File: src/rtl/ddr2_bin_pkg.sv
package ddr2_bin_pkg;
    localparam int PER_W = 11;   // decoded period, 10 ps units (max 1650)
    localparam int LAT_W = 10;   // latency in cycles
    localparam int NUM_W = 14;   // 25 * byte
    localparam int SUM_W = LAT_W + 2;

    typedef struct packed {
        logic [1:0]       grade;
        logic [3:0]       cl;
        logic [LAT_W-1:0] rcd;
        logic [LAT_W-1:0] rp;
    } cand_t;
endpackage

File: src/rtl/ddr2_tck_decode.sv
module ddr2_tck_decode
    import ddr2_bin_pkg::*;
(
    input  logic [7:0]       tck_code,
    output logic [PER_W-1:0] period,
    output logic [1:0]       grade,
    output logic             bad
);
    logic [PER_W-1:0] frac;

    always_comb begin
        unique case (tck_code[3:0])
            4'hA:    frac = PER_W'(25);
            4'hB:    frac = PER_W'(33);
            4'hC:    frac = PER_W'(66);
            4'hD:    frac = PER_W'(75);
            default: frac = PER_W'(tck_code[3:0]) * PER_W'(10);
        endcase
        period = PER_W'(tck_code[7:4]) * PER_W'(100) + frac;
        bad    = (period == '0) || (period > PER_W'(500));
        if (period <= PER_W'(250))      grade = 2'd3;
        else if (period <= PER_W'(300)) grade = 2'd2;
        else if (period <= PER_W'(375)) grade = 2'd1;
        else                            grade = 2'd0;
    end
endmodule

File: src/rtl/ddr2_ceil_div.sv
module ddr2_ceil_div
    import ddr2_bin_pkg::*;
(
    input  logic             clk,
    input  logic             rst_n,
    input  logic             go,
    input  logic [NUM_W-1:0] num,
    input  logic [PER_W-1:0] den,
    output logic             fin,
    output logic [LAT_W-1:0] quo
);
    logic [NUM_W-1:0] rem_q, num_q;
    logic [PER_W-1:0] den_q;
    logic [LAT_W-1:0] quo_q;
    logic             busy_q;

    assign fin = busy_q && (rem_q == '0);
    assign quo = quo_q;

    always_ff @(posedge clk or negedge rst_n) begin
        if (!rst_n) begin
            rem_q  <= '0;
            num_q  <= '0;
            den_q  <= '0;
            quo_q  <= '0;
            busy_q <= 1'b0;
        end else if (go) begin
            rem_q  <= num;
            num_q  <= num;
            den_q  <= den;
            quo_q  <= '0;
            busy_q <= 1'b1;
        end else if (busy_q) begin
            if (rem_q == '0) begin
                busy_q <= 1'b0;
            end else begin
                if (rem_q > NUM_W'(den_q)) rem_q <= rem_q - NUM_W'(den_q);
                else                       rem_q <= '0;
                quo_q <= quo_q + 1'b1;
            end
        end
    end

    // quotient is the exact ceiling of num/den
    a_r4_ceil_exact: assert property (@(posedge clk) disable iff (!rst_n)
        fin |-> ((int'(quo_q) * int'(den_q) >= int'(num_q)) &&
                 ((quo_q == '0) || ((int'(quo_q) - 1) * int'(den_q) < int'(num_q)))));
endmodule

File: src/rtl/ddr2_bin_judge.sv
module ddr2_bin_judge
    import ddr2_bin_pkg::*;
(
    input  cand_t      cand,
    input  cand_t      best,
    input  logic       have_best,
    input  logic [1:0] max_grade,
    input  logic       two_mods,
    output logic       take
);
    logic             reject;
    logic [SUM_W-1:0] sum_new, sum_best;

    always_comb begin
        sum_new  = SUM_W'(cand.cl) + SUM_W'(cand.rcd) + SUM_W'(cand.rp);
        sum_best = SUM_W'(best.cl) + SUM_W'(best.rcd) + SUM_W'(best.rp);
        reject   = (cand.grade > max_grade) ||
                   (two_mods && cand.grade == 2'd3) ||
                   (cand.cl <= 4'd3);
        take     = !reject &&
                   (!have_best ||
                    (cand.grade > best.grade) ||
                    ((cand.grade == best.grade) && (sum_new <= sum_best)));
    end
endmodule

File: src/rtl/ddr2_bin_picker.sv
module ddr2_bin_picker
    import ddr2_bin_pkg::*;
#(
    parameter int N_SLOT = 3
) (
    input  logic                  clk,
    input  logic                  rst_n,
    input  logic                  start,
    input  logic                  two_mods,
    input  logic [1:0]            max_grade,
    input  logic [7:0]            cas_mask_a,
    input  logic [8*N_SLOT-1:0]   tck_a,
    input  logic [7:0]            trcd_a,
    input  logic [7:0]            trp_a,
    input  logic [7:0]            cas_mask_b,
    input  logic [8*N_SLOT-1:0]   tck_b,
    input  logic [7:0]            trcd_b,
    input  logic [7:0]            trp_b,
    output logic                  done,
    output logic                  ok,
    output logic                  fail,
    output logic [1:0]            sel_grade,
    output logic [3:0]            sel_cl,
    output logic [LAT_W-1:0]      sel_rcd,
    output logic [LAT_W-1:0]      sel_rp
);
    localparam int SLOT_W = $clog2(N_SLOT + 1);

    typedef enum logic [2:0] {
        S_IDLE, S_PREP, S_DIV_RCD, S_DIV_RP, S_EVAL, S_FINISH
    } state_e;

    state_e state_q, state_d;

    logic              mod_q;
    logic [SLOT_W-1:0] slot_q;
    logic [PER_W-1:0]  per_q;
    logic [1:0]        grade_q;
    logic [3:0]        cl_q;
    logic [LAT_W-1:0]  rcd_q;
    cand_t             cand_q [2][N_SLOT];
    logic [SLOT_W-1:0] cnt_q  [2];
    logic [SLOT_W-1:0] ei_q, ej_q;
    logic              have_q, bad_q;
    cand_t             best_q;

    // ---- current module / slot selection ----
    function automatic logic [3:0] nth_cl(input logic [7:0] m, input int k);
        int seen;
        seen   = 0;
        nth_cl = 4'd0;
        for (int b = 7; b >= 2; b--) begin
            if (m[b]) begin
                if (seen == k) nth_cl = 4'(b);
                seen++;
            end
        end
    endfunction

    logic [7:0]          cur_mask, cur_rcd, cur_rp, cur_code;
    logic [8*N_SLOT-1:0] cur_tck;
    logic [3:0]          cur_cl;
    logic                slot_in_range, slot_live;
    int                  slot_idx;

    always_comb begin
        cur_mask      = mod_q ? cas_mask_b : cas_mask_a;
        cur_tck       = mod_q ? tck_b : tck_a;
        cur_rcd       = mod_q ? trcd_b : trcd_a;
        cur_rp        = mod_q ? trp_b : trp_a;
        slot_in_range = (int'(slot_q) < N_SLOT);
        slot_idx      = slot_in_range ? int'(slot_q) : 0;
        cur_code      = cur_tck[8*slot_idx +: 8];
        cur_cl        = nth_cl(cur_mask, slot_idx);
        slot_live     = slot_in_range && (cur_cl != 4'd0);
    end

    logic [PER_W-1:0] dec_period;
    logic [1:0]       dec_grade;
    logic             dec_bad;

    ddr2_tck_decode u_dec (
        .tck_code (cur_code),
        .period   (dec_period),
        .grade    (dec_grade),
        .bad      (dec_bad)
    );

    // ---- shared ceiling divider ----
    logic             div_go, div_fin;
    logic [NUM_W-1:0] div_num;
    logic [PER_W-1:0] div_den;
    logic [LAT_W-1:0] div_quo;

    always_comb begin
        div_go  = ((state_q == S_PREP) && slot_live && !dec_bad) ||
                  ((state_q == S_DIV_RCD) && div_fin);
        div_num = (state_q == S_PREP) ? NUM_W'(cur_rcd) * NUM_W'(25)
                                      : NUM_W'(cur_rp)  * NUM_W'(25);
        div_den = (state_q == S_PREP) ? dec_period : per_q;
    end

    ddr2_ceil_div u_div (
        .clk   (clk),
        .rst_n (rst_n),
        .go    (div_go),
        .num   (div_num),
        .den   (div_den),
        .fin   (div_fin),
        .quo   (div_quo)
    );

    // ---- candidate under evaluation ----
    cand_t ev_a, ev_b, ev_c;
    logic  ev_take, last_pair, empty_mod;

    always_comb begin
        ev_a = cand_q[0][ei_q];
        ev_b = cand_q[1][ej_q];
        ev_c = ev_a;
        if (two_mods) begin
            ev_c.rcd = (ev_b.rcd > ev_a.rcd) ? ev_b.rcd : ev_a.rcd;
            ev_c.rp  = (ev_b.rp  > ev_a.rp)  ? ev_b.rp  : ev_a.rp;
        end
        last_pair = ((ei_q + 1'b1) == cnt_q[0]) &&
                    (!two_mods || ((ej_q + 1'b1) == cnt_q[1]));
        empty_mod = (cnt_q[0] == '0) || (two_mods && cnt_q[1] == '0);
    end

    ddr2_bin_judge u_judge (
        .cand      (ev_c),
        .best      (best_q),
        .have_best (have_q),
        .max_grade (max_grade),
        .two_mods  (two_mods),
        .take      (ev_take)
    );

    // ---- next-state logic ----
    always_comb begin
        state_d = state_q;
        unique case (state_q)
            S_IDLE:    if (start) state_d = S_PREP;
            S_PREP: begin
                if (!slot_live) begin
                    if (!mod_q && two_mods) state_d = S_PREP;
                    else if (empty_mod)     state_d = S_FINISH;
                    else                    state_d = S_EVAL;
                end else if (dec_bad) begin
                    state_d = S_FINISH;
                end else begin
                    state_d = S_DIV_RCD;
                end
            end
            S_DIV_RCD: if (div_fin) state_d = S_DIV_RP;
            S_DIV_RP:  if (div_fin) state_d = S_PREP;
            S_EVAL:    if (last_pair) state_d = S_FINISH;
            S_FINISH:  state_d = S_IDLE;
            default:   state_d = S_IDLE;
        endcase
    end

    always_ff @(posedge clk or negedge rst_n) begin
        if (!rst_n) state_q <= S_IDLE;
        else        state_q <= state_d;
    end

    // ---- datapath ----
    always_ff @(posedge clk or negedge rst_n) begin
        if (!rst_n) begin
            mod_q   <= 1'b0;
            slot_q  <= '0;
            per_q   <= '0;
            grade_q <= '0;
            cl_q    <= '0;
            rcd_q   <= '0;
            ei_q    <= '0;
            ej_q    <= '0;
            have_q  <= 1'b0;
            bad_q   <= 1'b0;
            best_q  <= '0;
            for (int m = 0; m < 2; m++) begin
                cnt_q[m] <= '0;
                for (int s = 0; s < N_SLOT; s++) cand_q[m][s] <= '0;
            end
        end else begin
            unique case (state_q)
                S_IDLE: if (start) begin
                    mod_q    <= 1'b0;
                    slot_q   <= '0;
                    ei_q     <= '0;
                    ej_q     <= '0;
                    have_q   <= 1'b0;
                    bad_q    <= 1'b0;
                    cnt_q[0] <= '0;
                    cnt_q[1] <= '0;
                end
                S_PREP: begin
                    if (!slot_live) begin
                        if (!mod_q && two_mods) begin
                            mod_q  <= 1'b1;
                            slot_q <= '0;
                        end
                    end else if (dec_bad) begin
                        bad_q <= 1'b1;
                    end else begin
                        per_q   <= dec_period;
                        grade_q <= dec_grade;
                        cl_q    <= cur_cl;
                    end
                end
                S_DIV_RCD: if (div_fin) rcd_q <= div_quo;
                S_DIV_RP: if (div_fin) begin
                    cand_q[mod_q][slot_q] <= '{grade: grade_q, cl: cl_q,
                                               rcd: rcd_q, rp: div_quo};
                    cnt_q[mod_q] <= slot_q + 1'b1;
                    slot_q       <= slot_q + 1'b1;
                end
                S_EVAL: begin
                    if (ev_take) begin
                        best_q <= ev_c;
                        have_q <= 1'b1;
                    end
                    if (two_mods) begin
                        if ((ej_q + 1'b1) == cnt_q[1]) begin
                            ej_q <= '0;
                            ei_q <= ei_q + 1'b1;
                        end else begin
                            ej_q <= ej_q + 1'b1;
                        end
                    end else begin
                        ei_q <= ei_q + 1'b1;
                    end
                end
                default: ;
            endcase
        end
    end

    // ---- outputs ----
    always_ff @(posedge clk or negedge rst_n) begin
        if (!rst_n) begin
            done      <= 1'b0;
            ok        <= 1'b0;
            fail      <= 1'b0;
            sel_grade <= '0;
            sel_cl    <= '0;
            sel_rcd   <= '0;
            sel_rp    <= '0;
        end else begin
            done <= 1'b0;
            if (state_q == S_IDLE && start) begin
                ok   <= 1'b0;
                fail <= 1'b0;
            end else if (state_q == S_FINISH) begin
                done <= 1'b1;
                if (have_q && !bad_q) begin
                    ok        <= 1'b1;
                    fail      <= 1'b0;
                    sel_grade <= best_q.grade;
                    sel_cl    <= best_q.cl;
                    sel_rcd   <= best_q.rcd;
                    sel_rp    <= best_q.rp;
                end else begin
                    ok        <= 1'b0;
                    fail      <= 1'b1;
                    sel_grade <= '0;
                    sel_cl    <= '0;
                    sel_rcd   <= '0;
                    sel_rp    <= '0;
                end
            end
        end
    end

    // completion is a single-cycle pulse
    a_r10_done_pulse: assert property (@(posedge clk) disable iff (!rst_n)
        done |=> !done);
    // exactly one verdict accompanies completion
    a_r10_one_verdict: assert property (@(posedge clk) disable iff (!rst_n)
        done |-> (ok ^ fail));
    // an accepted timing never breaks a rejection rule
    a_r6_rules_kept: assert property (@(posedge clk) disable iff (!rst_n)
        (done && ok) |-> ((sel_cl > 4'd3) && (sel_grade <= max_grade) &&
                          !(two_mods && sel_grade == 2'd3)));
    // a bad period never reaches evaluation
    a_r3_bad_skips_eval: assert property (@(posedge clk) disable iff (!rst_n)
        bad_q |-> (state_q != S_EVAL));
endmodule

File: config.mk
export PLATFORM = sky130hd
export DESIGN_NAME = ddr2_bin_picker
export DESIGN_NICKNAME = d
export VERILOG_FILES = /design/src/rtl/ddr2_bin_pkg.sv /design/src/rtl/ddr2_tck_decode.sv /design/src/rtl/ddr2_ceil_div.sv /design/src/rtl/ddr2_bin_judge.sv /design/src/rtl/ddr2_bin_picker.sv
export SDC_FILE = /design/constraint.sdc
export NUM_CORES = 1
export LEC_CHECK = 0
export BUFFER_PORTS_ARGS = -buffer_cell sky130_fd_sc_hd__buf_4
export CAP_MARGIN = 20
export CORE_UTILIZATION = 55
export DETAILED_ROUTE_END_ITERATION = 6
export HOLD_SLACK_MARGIN = 0.1
export PLACE_DENSITY = 0.78
export SETUP_SLACK_MARGIN = 0.4
export SLEW_MARGIN = 5
export SYNTH_ARGS = -nofsm -noshare
export SYNTH_HDL_FRONTEND = slang
export SYNTH_SLANG_ARGS = --single-unit
File: constraint.sdc
create_clock -name clk -period 10.8 [get_ports clk]
set_input_delay 3.24 -clock clk [delete_from_list [all_inputs] [get_ports clk]]
set_output_delay 3.24 -clock clk [all_outputs]
set_load 0.02 [all_outputs]
==> After elaboration in Yosys (flattened, before gate mapping) <==
Index checks and enable logic that the tools add are counted.
W data, S select, Z words.
{ "word_totals": {"regBits": 290, "latch_bits": 0, "mem_bits_rw": 0, "rom_bits": 0, "in_bits": 102, "out_inout_bits": 29, "elab_cells": 280, "mem_count": 0} }
{ "op_classes": {"n_addsub": 14, "n_mul": 4, "div_mod_pow": 0, "order_cmp": 18, "eq_ne": 30, "n_shift": 1, "muxes": 99, "n_bitwise": 6, "n_reduce_logical": 56} }
{ "op_table": {"columns": ["cell", "count"], "rows": [
  ["$eq A32 B3 Y1", 5],
  ["$bwmux W156", 1],
  ["$add A32 B2 Y32 const B", 4],
  ["$mux W32", 4],
  ["$bmux W26 S2", 2],
  ["$demux W78 S1", 1],
  ["$mux W26", 3],
  ["$mux W78", 1],
  ["$mux W10", 7],
  ["$mux W20", 3],
  ["$mux W14", 4],
  ["$mux W4", 14],
  ["$demux W26 S2", 1],
  ["$logic_not A32 Y1", 1],
  ["$pmux W8 S4", 1],
  ["$mul A8 B5 Y13 const B", 2],
  ["$mux W2", 13],
  ["$add A12 B10 Y12", 2],
  ["$mux W24", 1],
  ["$mux W3", 8],
  ["$mux W8", 3],
  ["$shiftx A24 B6 Y8", 1],
  ["$add A4 B10 Y11", 2],
  ["$le A11 B9 Y1 const B", 2],
  ["54 further kinds", 142]
]} }

==> Longest topological paths before layout <==
{ "logic_depth": {"depth_word": 22, "depth_mapped": 41, "mapped_depth_nobuf": 37} }

==> Cells and area by module <==
From an unflattened synthesis, not the netlist that was laid out.
{ "hier_totals": {"cells_unflattened": 1694, "hier_area_um2": 17840.9} }
{ "by_module_without_submodules": {"columns": ["mod", "n_inst", "cells_each", "area_per_inst_um2"], "rows": [
  ["ddr2_bin_picker", 1, 1168, 13222.7],
  ["ddr2_ceil_div", 1, 235, 2198.4],
  ["ddr2_bin_judge", 1, 175, 1540.2],
  ["ddr2_tck_decode", 1, 116, 879.6]
]} }

==> Worst setup path after synthesis <==
Ideal clock, no wire load.
{ "synth_timing": {"path_type": "input to register", "startpoint": "in two_mods", "endpoint": "reg best_q[10] (netlist name)", "setup_time_ns": 0.125, "arrival_time_ns": 9.105, "setup_slack_ns": 1.570, "cell_stages": 26, "path_cell_list": "clkbuf_1 -> and3_1 -> clkbuf_1 -> clkbuf_1 -> o21a_1 -> ha_1 -> inv_1 -> fa_1 -> inv_1 -> fa_1 -> a21o_1 -> a21oi_1 -> o21bai_1 -> a2111oi_0 -> nor3_1 -> a21o_1 -> a21oi_1 -> xnor2_1 -> ha_1 -> nand4_1 -> or4_1 -> a41o_1 -> nand2_1 -> nand4_1 -> clkbuf_1 -> mux2_2"} }
{ "synth_lines": {"columns": ["item", "line", "text"], "rows": [
  ["from (decl)", "ddr2_bin_picker.sv:9", "input logic two_mods,"],
  ["to (signal assigned)", "ddr2_bin_picker.sv:221", "best_q <= ev_c;"],
  ["to (decl)", "ddr2_bin_picker.sv:45", "cand_t best_q;"]
]} }

==> results_dict.tcl <==
set metrics [dict create \
    synth_edf_count 0 \
    first_pass_iters 5 \
    worst_path_max_delay_cell "and3_1" \
    routed_wl_um 40010 \
    path_class "in2reg" \
    ctsHoldBuffers 0 \
    cts_buffer_depth 3 \
    outcome "finished clean" \
    antenna_found_initial 0 \
    yosys.area_share.simple_pct 9.005 \
    synth_warnings 0 \
    highest_layer "met4" \
    yosys.area_share.xor_xnor_pct 4.320 \
    skew_ns 0.03022 \
    insertion_delay_ns 0.55 \
    start_util_pct 56.25 \
    cts_setup_buffers 0 \
    relSlewSlack_pct 31.80 \
    finalSetupViolations 0 \
    cts_tree "built" \
    grt_setup_unrepaired "false" \
    setup.worst_path.end_class "register" \
    cp_num_cells 23 \
    clk_pin_slew_worst_paths_ns 0.06 \
    drive_gt1_share_pct 22.08 \
    die_w_um 182.1 \
    synth_top_family_by_area "multiplexers" \
    grt_use_total_pct 24.70 \
    pre_cts_slack_ns 1.153 \
    min_period_ns 9.125 \
    timing.final.hold_violations 0 \
    hold_class "reg2reg" \
    path_delay_family "compound AO/OA/AOI/OAI gates" \
    synthFlopType "dfrtp_1" \
    worstPathMaxFanout 26 \
    io_pins 131 \
    coreArea_mm2 0.03172 \
    crit_chain "buf_4 -> and3_1 -> mux2i_1 -> ha_1 -> a21o_1 -> a21oi_1 -> xnor2_1 -> ha_1 -> a21oi_1 -> o21bai_1 -> a2111oi_0 -> nor3_1 -> a21o_1 -> a21oi_1 -> xnor2_1 -> ha_1 -> nand4_1 -> or4_1 -> a41o_1 -> nand2_1 -> nand4_1 -> buf_4 -> mux2_2" \
    grt_max_degree 109 \
    setup_ws_ns 1.675 \
    grt_pass1_wl_um 67240 \
    wl_per_cell_um 17.89 \
    synth_compound_area_share_pct 11.54 \
    ys_types 72 \
    cts_inserted_buffers 27 \
    worst_setup_path_start_kind "input pin" \
    synthAdderAreaFrac_pct 12.79 \
    max-vdd-ir-drop_mv 0.1794 \
    synth_mux_area_share_pct 20.58 \
    critPathArrivalTime_ns 9.55 \
    synthCells 1719 \
    syn_to_final_growth_pct 12.58 \
    gp_congestion 0.8656 \
    ys_ff_latch 266 \
    viasPerCell 5.862 \
    met2_length_um 19970 \
    first_global_vias 13670 \
    die_area_mm2 0.03316 \
    worstMarginPinSlew_ns 1.020 \
    power_density_mw_per_mm2 196.6 \
    drt-initial-drc-count 673 \
    syn_avg_cell_area_um2 10.38 \
    drv_cap 0 \
    grt-ovfl-total 0 \
    die_h_um 182.1 \
    async_reset_ff_share_pct 100.0 \
    cp.required_ns 11.23 \
    cts-resized-gates 0 \
    min_path_cells 2 \
    wl_met3_um 1403 \
    route.vias.total 13110 \
    drc 0 \
    ant_nets 0 \
    insertedDiodeCount 0 \
    critPathMaxStageDelay_ns 0.71 \
    fp-row-count 65 \
    ys_seq_area_share_pct 37.31 \
    io_buffers 125 \
    synthesis.nets 1995 \
    root_buffer "clkbuf_16" \
    synth_area_mm2 0.01784 \
    report.final.slew_viol_count 0 \
    reg2reg_depth 31 \
    fin_tns_setup_ns 0 \
    finish.net_count 2091 \
    place_hpwl_um 30100 \
    critical_path_buf_inv_count 2 \
    fmax_mhz 109.6 \
    met1Wirelength_um 17820 \
    finalCritPeriodShare_pct 84.49 \
    p_leak_nw 9.986 \
    cts.sinks 266 \
    h-tree-depth 1 \
]
## power by group
group	internal, W	leakage [nW]	total, W	switching, W
combinational	0.000751	5.92	0.00175	0.000999
sequential	0.00111	3.62	0.00124	0.000129
clock	0.000582	0.447	0.000964	0.000382
## registers in the layout, summed over array words and instances, names as in the netlist, 4 cells and up
| signal | cells |
|---|---|
| cand_q | 135 |
| best_q | 25 |
| u_div.rem_q | 14 |
| per_q | 11 |
| u_div.den_q | 11 |
| rcd_q | 10 |
| sel_rcd | 10 |
| sel_rp | 10 |
| u_div.quo | 10 |
| cnt_q | 4 |
## logic make-up (layout without fill, tap and decap cells)
logic type,after synthesis,in the layout
compound gates,329,329
buf+inv,198,313
other cells,1,1
simple gates,329,329
fa+ha+maj,174,174
mux,334,334
xor+xnor,88,88
flops,266,266
## cells in the mapped netlist, types with 12 or more instances
master / count / area (um2)
xor2_1: 35 / 306.5
o21ai_0: 79 / 395.4
nand3_1: 30 / 150.1
nor2b_1: 18 / 112.6
a22o_1: 27 / 236.5
clkbuf_1: 57 / 214.0
nor2_1: 93 / 349.1
mux2_2: 194 / 2185
dfrtp_1: 266 / 6656
a21oi_1: 115 / 575.6
inv_1: 117 / 439.2
nor3_1: 25 / 125.1
ha_1: 160 / 2002
a21o_1: 25 / 187.7
mux2i_1: 131 / 1311
xnor2_1: 53 / 464.2
nand2_1: 86 / 322.8
o21bai_1: 12 / 90.09
fa_1: 14 / 280.3
## final timing paths
| path | slack, ns | to | startpoint |
|---|---|---|---|
| max | 1.67 | best_q[9] | two_mods |
| min | 0.49 | cand_q[102] | cand_q[102] |
| max reg2reg | 1.81 | best_q[9] | ej_q[0] |
| min reg2reg | 0.49 | cand_q[102] | cand_q[102] |
| max in group asynchronous | 6.74 | cand_q[58] | rst_n |
| min in group asynchronous | 2.75 | sel_grade[1] | rst_n |
## layout by cell type, fill, tap and decap left out, types with 7 or more instances in the layout
| master | instances |
|---|---|
| clkbuf_1 | 7 |
| nand3_1 | 30 |
| inv_1 | 117 |
| o21ai_0 | 79 |
| a22oi_1 | 9 |
| clkbuf_16 | 27 |
| buf_4 | 141 |
| nand2b_1 | 10 |
| mux2i_1 | 131 |
| a31oi_1 | 8 |
| o211ai_1 | 7 |
| o21bai_1 | 12 |
| ha_1 | 160 |
| nand2_1 | 86 |
| or3_1 | 9 |
| dfrtp_1 | 265 |
| o21a_1 | 7 |
| xnor2_1 | 53 |
| nor3_1 | 25 |
| a22o_1 | 27 |
| nor2b_1 | 17 |
| fa_1 | 14 |
| nor2_1 | 93 |
| xor2_1 | 35 |
| and3_1 | 7 |
| a21oi_1 | 115 |
| mux2_2 | 194 |
| nand4_1 | 10 |
| a21o_1 | 25 |
| and2_1 | 10 |
## tightest hold or removal path, stage by stage (launching register included)
cell and delay, ns:
dfrtp_1 0.35, nand2_1 0.05, o21ai_0 0.06
## cell type report
type | count | area, um2
Fill cell | 2460 | 11630
Multi-Input combinational cell | 1255 | 10400
Sequential cell | 266 | 6658
Timing Repair Buffer | 147 | 1166
Clock buffer | 38 | 757.0
Tap cell | 402 | 503.0
Inverter | 118 | 442.9
Clock inverter | 10 | 156.4
## metrics by stage
| stage | cells | area, um2 | hold slack, ns | power [W] | util [%] |
|---|---|---|---|---|---|
| CTS | 2234 | 20040 | 0.4931 | 0.003957 | 63.18 |
| floorplan | 1719 | 17840 | 0.4492 | 0.002568 | - |
| global placement | 2183 | 19080 | 0.4625 | 0.002923 | 60.15 |
| global route | 2236 | 20090 | 0.5091 | 0.004228 | 63.33 |
| finish | 2236 | 20090 | 0.4933 | 0.003950 | 63.33 |
| detailed placement | 2186 | 19120 | 0.4797 | 0.002985 | 60.30 |
## per-layer routing
layer / vias up / global-route usage [%]
met4: 0 / 5.714
met3: 68 / 2.435
li1: 6316 / -
met5: - / 0
met2: 289 / 44.34
met1: 6435 / 32.08
(Power assumes the default switching activity.)
